[src/rtl/rxq_pkg.sv]
// Shared types for the paced receive queue.
// Assumes 8-bit characters throughout.
package rxq_pkg;
    typedef logic [7:0] byte_t;

    // Kind of flow-control character waiting for the transmitter
    typedef enum logic [1:0] {
        FC_NONE = 2'd0,
        FC_STOP = 2'd1,
        FC_GO   = 2'd2
    } fc_kind_e;
endpackage

[src/rtl/rxq_ring.sv]
// Circular character store with fill count, read and write pointers.
// Keeps a sticky overflow flag for characters dropped while full.
// Assumes DEPTH is a power of two so the pointers wrap by truncation.
// The output shows the count as it will be after this cycle's update.
module rxq_ring #(
    parameter int DEPTH = 256,
    parameter int AW    = $clog2(DEPTH),
    parameter int CW    = $clog2(DEPTH + 1)
) (
    input  logic          clk,
    input  logic          rst_n,
    input  logic          wr_en,
    input  rxq_pkg::byte_t wr_data,
    input  logic          rd_en,
    output rxq_pkg::byte_t rd_data,
    output logic [CW-1:0] count_nx,
    output logic          empty,
    output logic          full,
    output logic          stored,
    output logic          overflow
);
    rxq_pkg::byte_t mem [DEPTH];
    logic [AW-1:0]  wr_ptr;
    logic [AW-1:0]  rd_ptr;
    logic [CW-1:0]  count;
    logic           pop;

    assign empty   = (count == '0);
    assign full    = (count == CW'(DEPTH));
    assign stored  = wr_en && !full;
    assign pop     = rd_en && !empty;
    assign rd_data = mem[rd_ptr];

    // Next fill count after this cycle's store and removal
    always_comb begin
        count_nx = count;
        if (stored && !pop)
            count_nx = count + CW'(1);
        else if (pop && !stored)
            count_nx = count - CW'(1);
    end

    // Character storage, written only on accepted arrivals
    always_ff @(posedge clk) begin
        if (stored)
            mem[wr_ptr] <= wr_data;
    end

    // Pointer, count and overflow state
    always_ff @(posedge clk) begin
        if (!rst_n) begin
            wr_ptr   <= '0;
            rd_ptr   <= '0;
            count    <= '0;
            overflow <= 1'b0;
        end else begin
            count <= count_nx;
            if (stored)
                wr_ptr <= wr_ptr + AW'(1);
            if (pop)
                rd_ptr <= rd_ptr + AW'(1);
            if (wr_en && full)
                overflow <= 1'b1;
        end
    end
endmodule

[src/rtl/rxq_rx_filter.sv]
// Classifies arriving characters. With remote pacing honoured, stop and go
// characters are taken out of the data stream and drive the pause flag.
// Everything else is passed on for storage.
module rxq_rx_filter #(
    parameter rxq_pkg::byte_t STOP_CH = 8'h13,
    parameter rxq_pkg::byte_t GO_CH   = 8'h11
) (
    input  logic           clk,
    input  logic           rst_n,
    input  logic           rx_valid,
    input  rxq_pkg::byte_t rx_data,
    input  logic           honour_en,
    output logic           store_req,
    output logic           paused
);
    logic is_stop;
    logic is_go;
    logic ctrl_hit;

    assign is_stop   = (rx_data == STOP_CH);
    assign is_go     = (rx_data == GO_CH);
    assign ctrl_hit  = rx_valid && honour_en && (is_stop || is_go);
    assign store_req = rx_valid && !ctrl_hit;

    // Pause flag follows the last honoured control character
    always_ff @(posedge clk) begin
        if (!rst_n)
            paused <= 1'b0;
        else if (ctrl_hit)
            paused <= is_stop;
    end
endmodule

[src/rtl/rxq_fc_ctrl.sv]
// Decides when to ask the remote end to stop or resume. The decision uses
// the free space left after this cycle's update. A single request register
// holds the latest character until the transmitter takes it.
module rxq_fc_ctrl #(
    parameter int DEPTH   = 256,
    parameter int CW      = $clog2(DEPTH + 1),
    parameter int HI_FREE = 16,
    parameter int LO_FREE = 64,
    parameter rxq_pkg::byte_t STOP_CH = 8'h13,
    parameter rxq_pkg::byte_t GO_CH   = 8'h11
) (
    input  logic           clk,
    input  logic           rst_n,
    input  logic           stored,
    input  logic [CW-1:0]  count_nx,
    input  logic           pace_en,
    input  logic           fc_taken,
    output logic           fc_pending,
    output rxq_pkg::byte_t fc_char,
    output logic           xoff_sent
);
    rxq_pkg::fc_kind_e kind;
    logic [CW-1:0]     free_nx;
    logic              stop_due;
    logic              go_due;

    assign free_nx    = CW'(DEPTH) - count_nx;
    assign stop_due   = stored && pace_en && !xoff_sent && (free_nx < CW'(HI_FREE));
    assign go_due     = xoff_sent && (free_nx >= CW'(LO_FREE));
    assign fc_pending = (kind != rxq_pkg::FC_NONE);
    assign fc_char    = (kind == rxq_pkg::FC_GO) ? GO_CH : STOP_CH;

    // Request register; a new decision replaces any unsent one
    always_ff @(posedge clk) begin
        if (!rst_n) begin
            kind      <= rxq_pkg::FC_NONE;
            xoff_sent <= 1'b0;
        end else if (stop_due) begin
            kind      <= rxq_pkg::FC_STOP;
            xoff_sent <= 1'b1;
        end else if (go_due) begin
            kind      <= rxq_pkg::FC_GO;
            xoff_sent <= 1'b0;
        end else if (fc_taken) begin
            kind      <= rxq_pkg::FC_NONE;
        end
    end
endmodule

[src/rtl/rxq_tx_arb.sv]
// Transmit arbiter. Flow-control characters win over user characters.
// User characters are held back while the remote end has paused.
// Purely combinational; the transmitter samples tx_valid and tx_data at the edge.
module rxq_tx_arb (
    input  logic           fc_pending,
    input  rxq_pkg::byte_t fc_char,
    input  logic           usr_valid,
    input  rxq_pkg::byte_t usr_data,
    input  logic           paused,
    input  logic           honour_en,
    input  logic           tx_busy,
    output logic           fc_taken,
    output logic           usr_ready,
    output logic           tx_valid,
    output rxq_pkg::byte_t tx_data
);
    // Grant the single transmit slot
    always_comb begin
        fc_taken  = fc_pending && !tx_busy;
        usr_ready = !tx_busy && !fc_pending && !(paused && honour_en);
        tx_valid  = fc_taken || (usr_ready && usr_valid);
        tx_data   = fc_taken ? fc_char : usr_data;
    end
endmodule

[src/rtl/rxq_pacer.sv]
// Paced serial receive queue: a circular store for received characters,
// XOFF/XON generation from its fill level, remote pause detection and
// transmit arbitration. Assumes DEPTH is a power of two.
module rxq_pacer #(
    parameter int DEPTH   = 256,
    parameter int HI_FREE = 16,
    parameter int LO_FREE = 64,
    parameter logic [7:0] XOFF_CH = 8'h13,
    parameter logic [7:0] XON_CH  = 8'h11
) (
    input  logic       clk,
    input  logic       rst_n,
    input  logic       rx_valid,
    input  logic [7:0] rx_data,
    input  logic       pop_req,
    output logic [7:0] pop_data,
    output logic       pop_empty,
    output logic       full,
    output logic       overflow,
    input  logic       rx_pace_en,
    input  logic       tx_pace_en,
    input  logic       usr_valid,
    input  logic [7:0] usr_data,
    output logic       usr_ready,
    input  logic       tx_busy,
    output logic       tx_valid,
    output logic [7:0] tx_data,
    output logic       paused,
    output logic       xoff_sent,
    output logic       fc_pending
);
    localparam int AW = $clog2(DEPTH);
    localparam int CW = $clog2(DEPTH + 1);

    logic           store_req;
    logic           stored;
    logic [CW-1:0]  count_nx;
    logic           fc_taken;
    rxq_pkg::byte_t fc_char;

    rxq_rx_filter #(.STOP_CH(XOFF_CH), .GO_CH(XON_CH)) filt_i (
        .clk(clk), .rst_n(rst_n), .rx_valid(rx_valid), .rx_data(rx_data),
        .honour_en(tx_pace_en), .store_req(store_req), .paused(paused)
    );

    rxq_ring #(.DEPTH(DEPTH), .AW(AW), .CW(CW)) ring_i (
        .clk(clk), .rst_n(rst_n), .wr_en(store_req), .wr_data(rx_data),
        .rd_en(pop_req), .rd_data(pop_data), .count_nx(count_nx),
        .empty(pop_empty), .full(full), .stored(stored), .overflow(overflow)
    );

    rxq_fc_ctrl #(
        .DEPTH(DEPTH), .CW(CW), .HI_FREE(HI_FREE), .LO_FREE(LO_FREE),
        .STOP_CH(XOFF_CH), .GO_CH(XON_CH)
    ) fc_i (
        .clk(clk), .rst_n(rst_n), .stored(stored), .count_nx(count_nx),
        .pace_en(rx_pace_en), .fc_taken(fc_taken), .fc_pending(fc_pending),
        .fc_char(fc_char), .xoff_sent(xoff_sent)
    );

    rxq_tx_arb arb_i (
        .fc_pending(fc_pending), .fc_char(fc_char), .usr_valid(usr_valid),
        .usr_data(usr_data), .paused(paused), .honour_en(tx_pace_en),
        .tx_busy(tx_busy), .fc_taken(fc_taken), .usr_ready(usr_ready),
        .tx_valid(tx_valid), .tx_data(tx_data)
    );
endmodule

[config.mk]
export PLATFORM = sky130hd
export DESIGN_NAME = rxq_pacer
export DESIGN_NICKNAME = d
export VERILOG_FILES = /design/src/rtl/rxq_pkg.sv /design/src/rtl/rxq_ring.sv /design/src/rtl/rxq_rx_filter.sv /design/src/rtl/rxq_fc_ctrl.sv /design/src/rtl/rxq_tx_arb.sv /design/src/rtl/rxq_pacer.sv
export SDC_FILE = /design/constraint.sdc
export NUM_CORES = 2
export LEC_CHECK = 0
export CORE_MARGIN = 10
export CORE_UTILIZATION = 45
export CTS_CLUSTER_SIZE = 12
export DETAILED_ROUTE_END_ITERATION = 16
export PLACE_DENSITY = 0.59
export SKIP_LAST_GASP = 1
export SLEW_MARGIN = 20
export SYNTH_ARGS = -nofsm -noshare
export SYNTH_HDL_FRONTEND = slang
export SYNTH_SLANG_ARGS = --single-unit
export TNS_END_PERCENT = 30
[constraint.sdc]
create_clock -name clk -period 5.4 [get_ports clk]
set_clock_uncertainty 0.1 [all_clocks]
set_input_delay 1.62 -clock clk [delete_from_list [all_inputs] [get_ports clk]]
set_output_delay 1.62 -clock clk [all_outputs]
set_load 0.02 [all_outputs]
# [Word level (Yosys, flattened, before mapping)]
# Memories as Yosys holds them, arrays and structs flattened. A register that Yosys moved wholly into a read port is not among the register bits.
# Index checks and enable logic that the tools add are counted.
[op_classes] addsub=5 eq_ne=4 n_mux=13 bitwise=1 reduce_logical=34 magnitude_cmp=2
[op_table] cell="$mux W8" n=3
[op_table] cell="$mux W9" n=2
[op_table] cell="$logic_and A1 B1 Y1" n=17
[op_table] cell="$add A8 B1 Y8 const B" n=2
[op_table] cell="$eq A8 B5 Y1 const B" n=2
[op_table] cell="$add A9 B1 Y9 const B" n=1
[op_table] cell="$eq A9 B9 Y1 const B" n=1
[op_table] cell="$ge A9 B7 Y1 const B" n=1
[op_table] cell="$logic_not A1 Y1" n=9
[op_table] cell="$logic_not A9 Y1" n=1
[op_table] cell="$lt A9 B5 Y1 const B" n=1
[op_table] cell="$sub A9 B1 Y9 const B" n=1
[op_table] cell="$sub A9 B9 Y9 const A" n=1
[op_table] cell="$mux W2" n=3
[op_table] cell="$reduce_bool A2 Y1" n=3
[op_table] cell="$mux W1" n=5
[op_table] cell="$reduce_bool A3 Y1" n=1
[op_table] cell="$eq A2 B2 Y1 const B" n=1
[op_table] cell="$logic_or A1 B1 Y1" n=2
[op_table] cell="$reduce_or A2 Y1" n=1
[op_table] cell="$not A1 Y1" n=1
[totals] ramBits=2048 in_bits=24 word_cells=68 reg_bits=30 output_inout_bits=24 mem_count=1
[mem_list] memory="ring_i.mem" words=256 word_bits=8 read_ports=1 rd_clocked_by_memory_dff=1 wr=1 line="rxq_ring.sv:22" text="rxq_pkg::byte_t mem [DEPTH];"

# [Longest topological paths before layout]
[logic_depth] ltp_word=15 depth_mapped=16 depth_no_buf=14

# [Modules after synthesis]
# Synthesis repeated with hierarchy kept, for this count alone.
[hier_totals] hier_cells=3933 hier_area_um2=80968.9
[by_module_without_submodules] module="rxq_ring" area_each_um2=80419.6 cells_each=3872 instances=1 seq_area_each_um2=62179.6
[by_module_without_submodules] module="rxq_fc_ctrl" area_each_um2=310.3 cells_each=39 instances=1 seq_area_each_um2=60.1
[by_module_without_submodules] module="rxq_tx_arb" area_each_um2=163.9 cells_each=14 instances=1 seq_area_each_um2=0.0
[by_module_without_submodules] module="rxq_rx_filter" area_each_um2=75.1 cells_each=8 instances=1 seq_area_each_um2=20.0

# [Worst setup path before layout]
# OpenSTA, ideal clock, no wires.
[synth_path] kind="register -> output" from="register with a tool-made name" to="output pop_data[0]" stages_incl_launch_ff=8 setup_slack_ns=0.368 arrival_ns=3.312 required_ns=3.680 path_buffers=3 path_cell_list="dfxtp_1 clkbuf_1 clkbuf_1 buf_1 mux4_2 mux4_2 mux4_2 mux4_2"
[synth_rtl] item="end: declaration" line="rxq_pacer.sv:16" text="output logic [7:0] pop_data,"

==> results.toml <==
[setup_path]
worstPathArrival_ns = 4.34
reg2reg_to = "ring_i.mem[243][1]$_DFFE_PP_"
endpoint = "pop_data[4]"
crit_fanout = 6
timing_worst_setup_path_type = "reg2out"
r2r-start = "ring_i.count[1]$_SDFF_PN0_"
crit_path_start_kind = "flip-flop"
rr_worst_depth = 10
required_ns = 3.68
worstSetupEndpointType = "output port"
rrSetupSlack_ns = 1.42

[synth]
synthCells = 3460
synth_top_area_share_pct = 76.1
synth_top_cells_by_area = "edfxtp_1, mux4_2, nor2_1, dfxtp_1, clkbuf_1"
ys_seq_area_share_pct = 77.1
synth_edf_count = 2048
ys.warnings.count = 0
synth_cell_types = 58
syn_area_um2 = 80800
async_reset_ff_share_pct = 0
yosys_register_bits = 2086
synth_ff_type = "edfxtp_1"
synth_nets = 3493
yosysMostFrequentCell = "edfxtp_1"
synth_common_cells = "edfxtp_1, mux4_2, nor2_1"
synth.avg_cell_area_um2 = 23.3
synth_largest_area_cell = "edfxtp_1"

[clock_network]
numCtsBuffers = 210
cts.clk_slew.worst_paths_ns = 0.06
clock-root-buffer = "clkbuf_16"
cts.path.max_buffers = 3
clkLatencyLatePin_ns = 0.85
h-tree-depth = 4
cts_tree = "yes"
cts.sinks = 2086
postCtsHoldBufs = 0

[grt]
grt_remaining_overflow = 0
antenna_found_initial = 7
grt_pass1_vias = 38261
grt_pass1_wl_mm = 277
grt_usage_pct = 19.1
grt_max_degree = 257

[final_layout]
area_delta_synth_final_pct = 15.7
final_area_um2 = 93500
final_core_util_pct = 52.4
drive_gt1_share_pct = 32.5
nNetsFinal = 3875

[place]
hpwlAfterDp_mm = 120
placed_area_um2 = 86100
routabilityCongestion = 0.797
port_buffers = 47
pre_cts_slack_ns = 0.0131

[route]
via_count = 37354
vias_per_cell = 5.89
first_pass_iters = 6
routed_wl_mm = 190
postRouteAntennaNets = 0
drt_iter0_markers = 4138
wl_per_cell_um = 30.0
drc = 0

[floorplan]
fp.dieW_um = 444
start_util_pct = 45.3
die_h_um = 444
core_um2 = 178000
dieArea_um2 = 197000
placementRows = 155
ios = 48

[timing]
setup_violations = 8
setup_ws_ns = -0.657
finalSetupTns_ns = -4.86
layout_min_cycle_time_ns = 6.06
whs_ns = 0.374
timing.slew.headroom_pct = 26.9
max_freq_mhz = 165
finalMaxSlewViolations = 0
rsz0062_at_grt = "true"
finalHoldViolCount = 0
worstMarginPinSlew_ns = 1.09
fin_crit_sh_pct = 112

[power]
power.leakage_nw = 28.3
ir_drop_v = 0.000339
p_per_area_nw_per_um2 = 433

[run]
timing.max_cap.violations = 0

[hold_path]
hp-class = "reg2reg"

[outcome]
status = "complete, but fails checks"
violations = "negative setup slack"
-- routing by layer --
metal  share of wire, %  track usage [%]
met1                 43             27.5
met2                 49             30.6
met3                5.8             3.34
met4                2.3             4.88
met5             0.0089                0
-- worst min path at each step --
stage | slack (ns) | startpoint | to | cells after the start
final | 0.37 | fc_i.kind[1]$_SDFFE_PP0P_ | fc_i.kind[1]$_SDFFE_PP0P_ | 2
after CTS | 0.37 | filt_i.paused$_SDFFE_PN0P_ | filt_i.paused$_SDFFE_PN0P_ | 2
after global placement | 0.36 | ring_i.overflow$_SDFFE_PN0P_ | ring_i.overflow$_SDFFE_PN0P_ | 2
after detailed placement | 0.36 | ring_i.overflow$_SDFFE_PN0P_ | ring_i.overflow$_SDFFE_PN0P_ | 2
after global routing | 0.39 | fc_i.kind[1]$_SDFFE_PP0P_ | fc_i.kind[1]$_SDFFE_PP0P_ | 2
after floorplan | 0.34 | fc_i.kind[1]$_SDFFE_PP0P_ | fc_i.kind[1]$_SDFFE_PP0P_ | 2
-- sequential cells by signal, summed over array words and instances, names as in the netlist, named ones only --
signal           flops
fc_i.kind            2
ring_i.rd_ptr        8
ring_i.count         9
ring_i.wr_ptr        8
filt_i.paused        1
ring_i.mem        2048
fc_i.xoff_sent       1
ring_i.overflow      1
-- logic make-up after synthesis --
group,count (synthesis),synth area share [%]
adder cells (fa/ha/maj),9,0.139
flip-flops,2086,77.1
multiplexers,681,19.0
AO/OA/AOI/OAI,53,0.489
AND/OR/NAND/NOR,407,2.19
buffers and inverters,211,1.00
XOR/XNOR,13,0.141
-- per-stage QoR --
| step | instances | total power [W] |
|---|---|---|
| finish | 6345 | 0.0405 |
| global route | 6344 | 0.0419 |
| CTS | 6323 | 0.0406 |
| detailed placement | 5929 | 0.0265 |
| global placement | 5929 | 0.0264 |
| floorplan | 3460 | 0.0234 |
-- where the power goes --
group / internal [W] / switching [W] / total [W]
Clock: 0.00762 / 0.00595 / 0.0136
Sequential: 0.0178 / 0.0000820 / 0.0179
Combinational: 0.00480 / 0.00419 / 0.00899
-- repair_timing --
action,CTS,global route
endpoints found under the hold margin,0,0
pin swaps,0,0
cloned,10,8
buffers inserted,26,10
setup endpoints to repair,8,8
gates resized for setup,59,11
-- worst max-delay path, stage by stage (launching register included) --
cell	delay, ns
dfxtp_4	0.47
buf_12	0.19
buf_4	0.14
buf_12	0.10
buf_8	0.12
mux4_2	0.53
mux4_2	0.59
mux4_2	0.60
mux4_2	0.58
buf_6	0.17
-- cells in the final DEF (no fill, tap or decap), drive strengths merged, types with 5 or more instances in the layout --
cell type	netlist	layout
nor2b	7	7
edfxtp	2048	2048
clkinv	2	60
clkbuf	136	297
nand3	25	25
inv	10	16
dfxtp	38	38
ha	9	9
nand2	31	31
mux4	680	680
or3	8	8
buf	63	328
clkdlybuf4s50	0	31
xor2	9	9
and2	7	7
nor3	10	10
a21oi	14	14
a211oi	5	5
bufinv	0	5
nand4	13	13
nor2	283	283
o21ai	9	9
-- area by class of cell --
type	count	area [um^2]
fillers	13764	84900
flip-flops and latches	2086	62300
multi-input cells	1163	17700
clock buffers	289	5740
repair buffers	369	4150
well taps	2355	2950
clock inverters	69	617
inverters	12	45.0
diodes	2	5.00
Power figures use the tool's default switching activity.
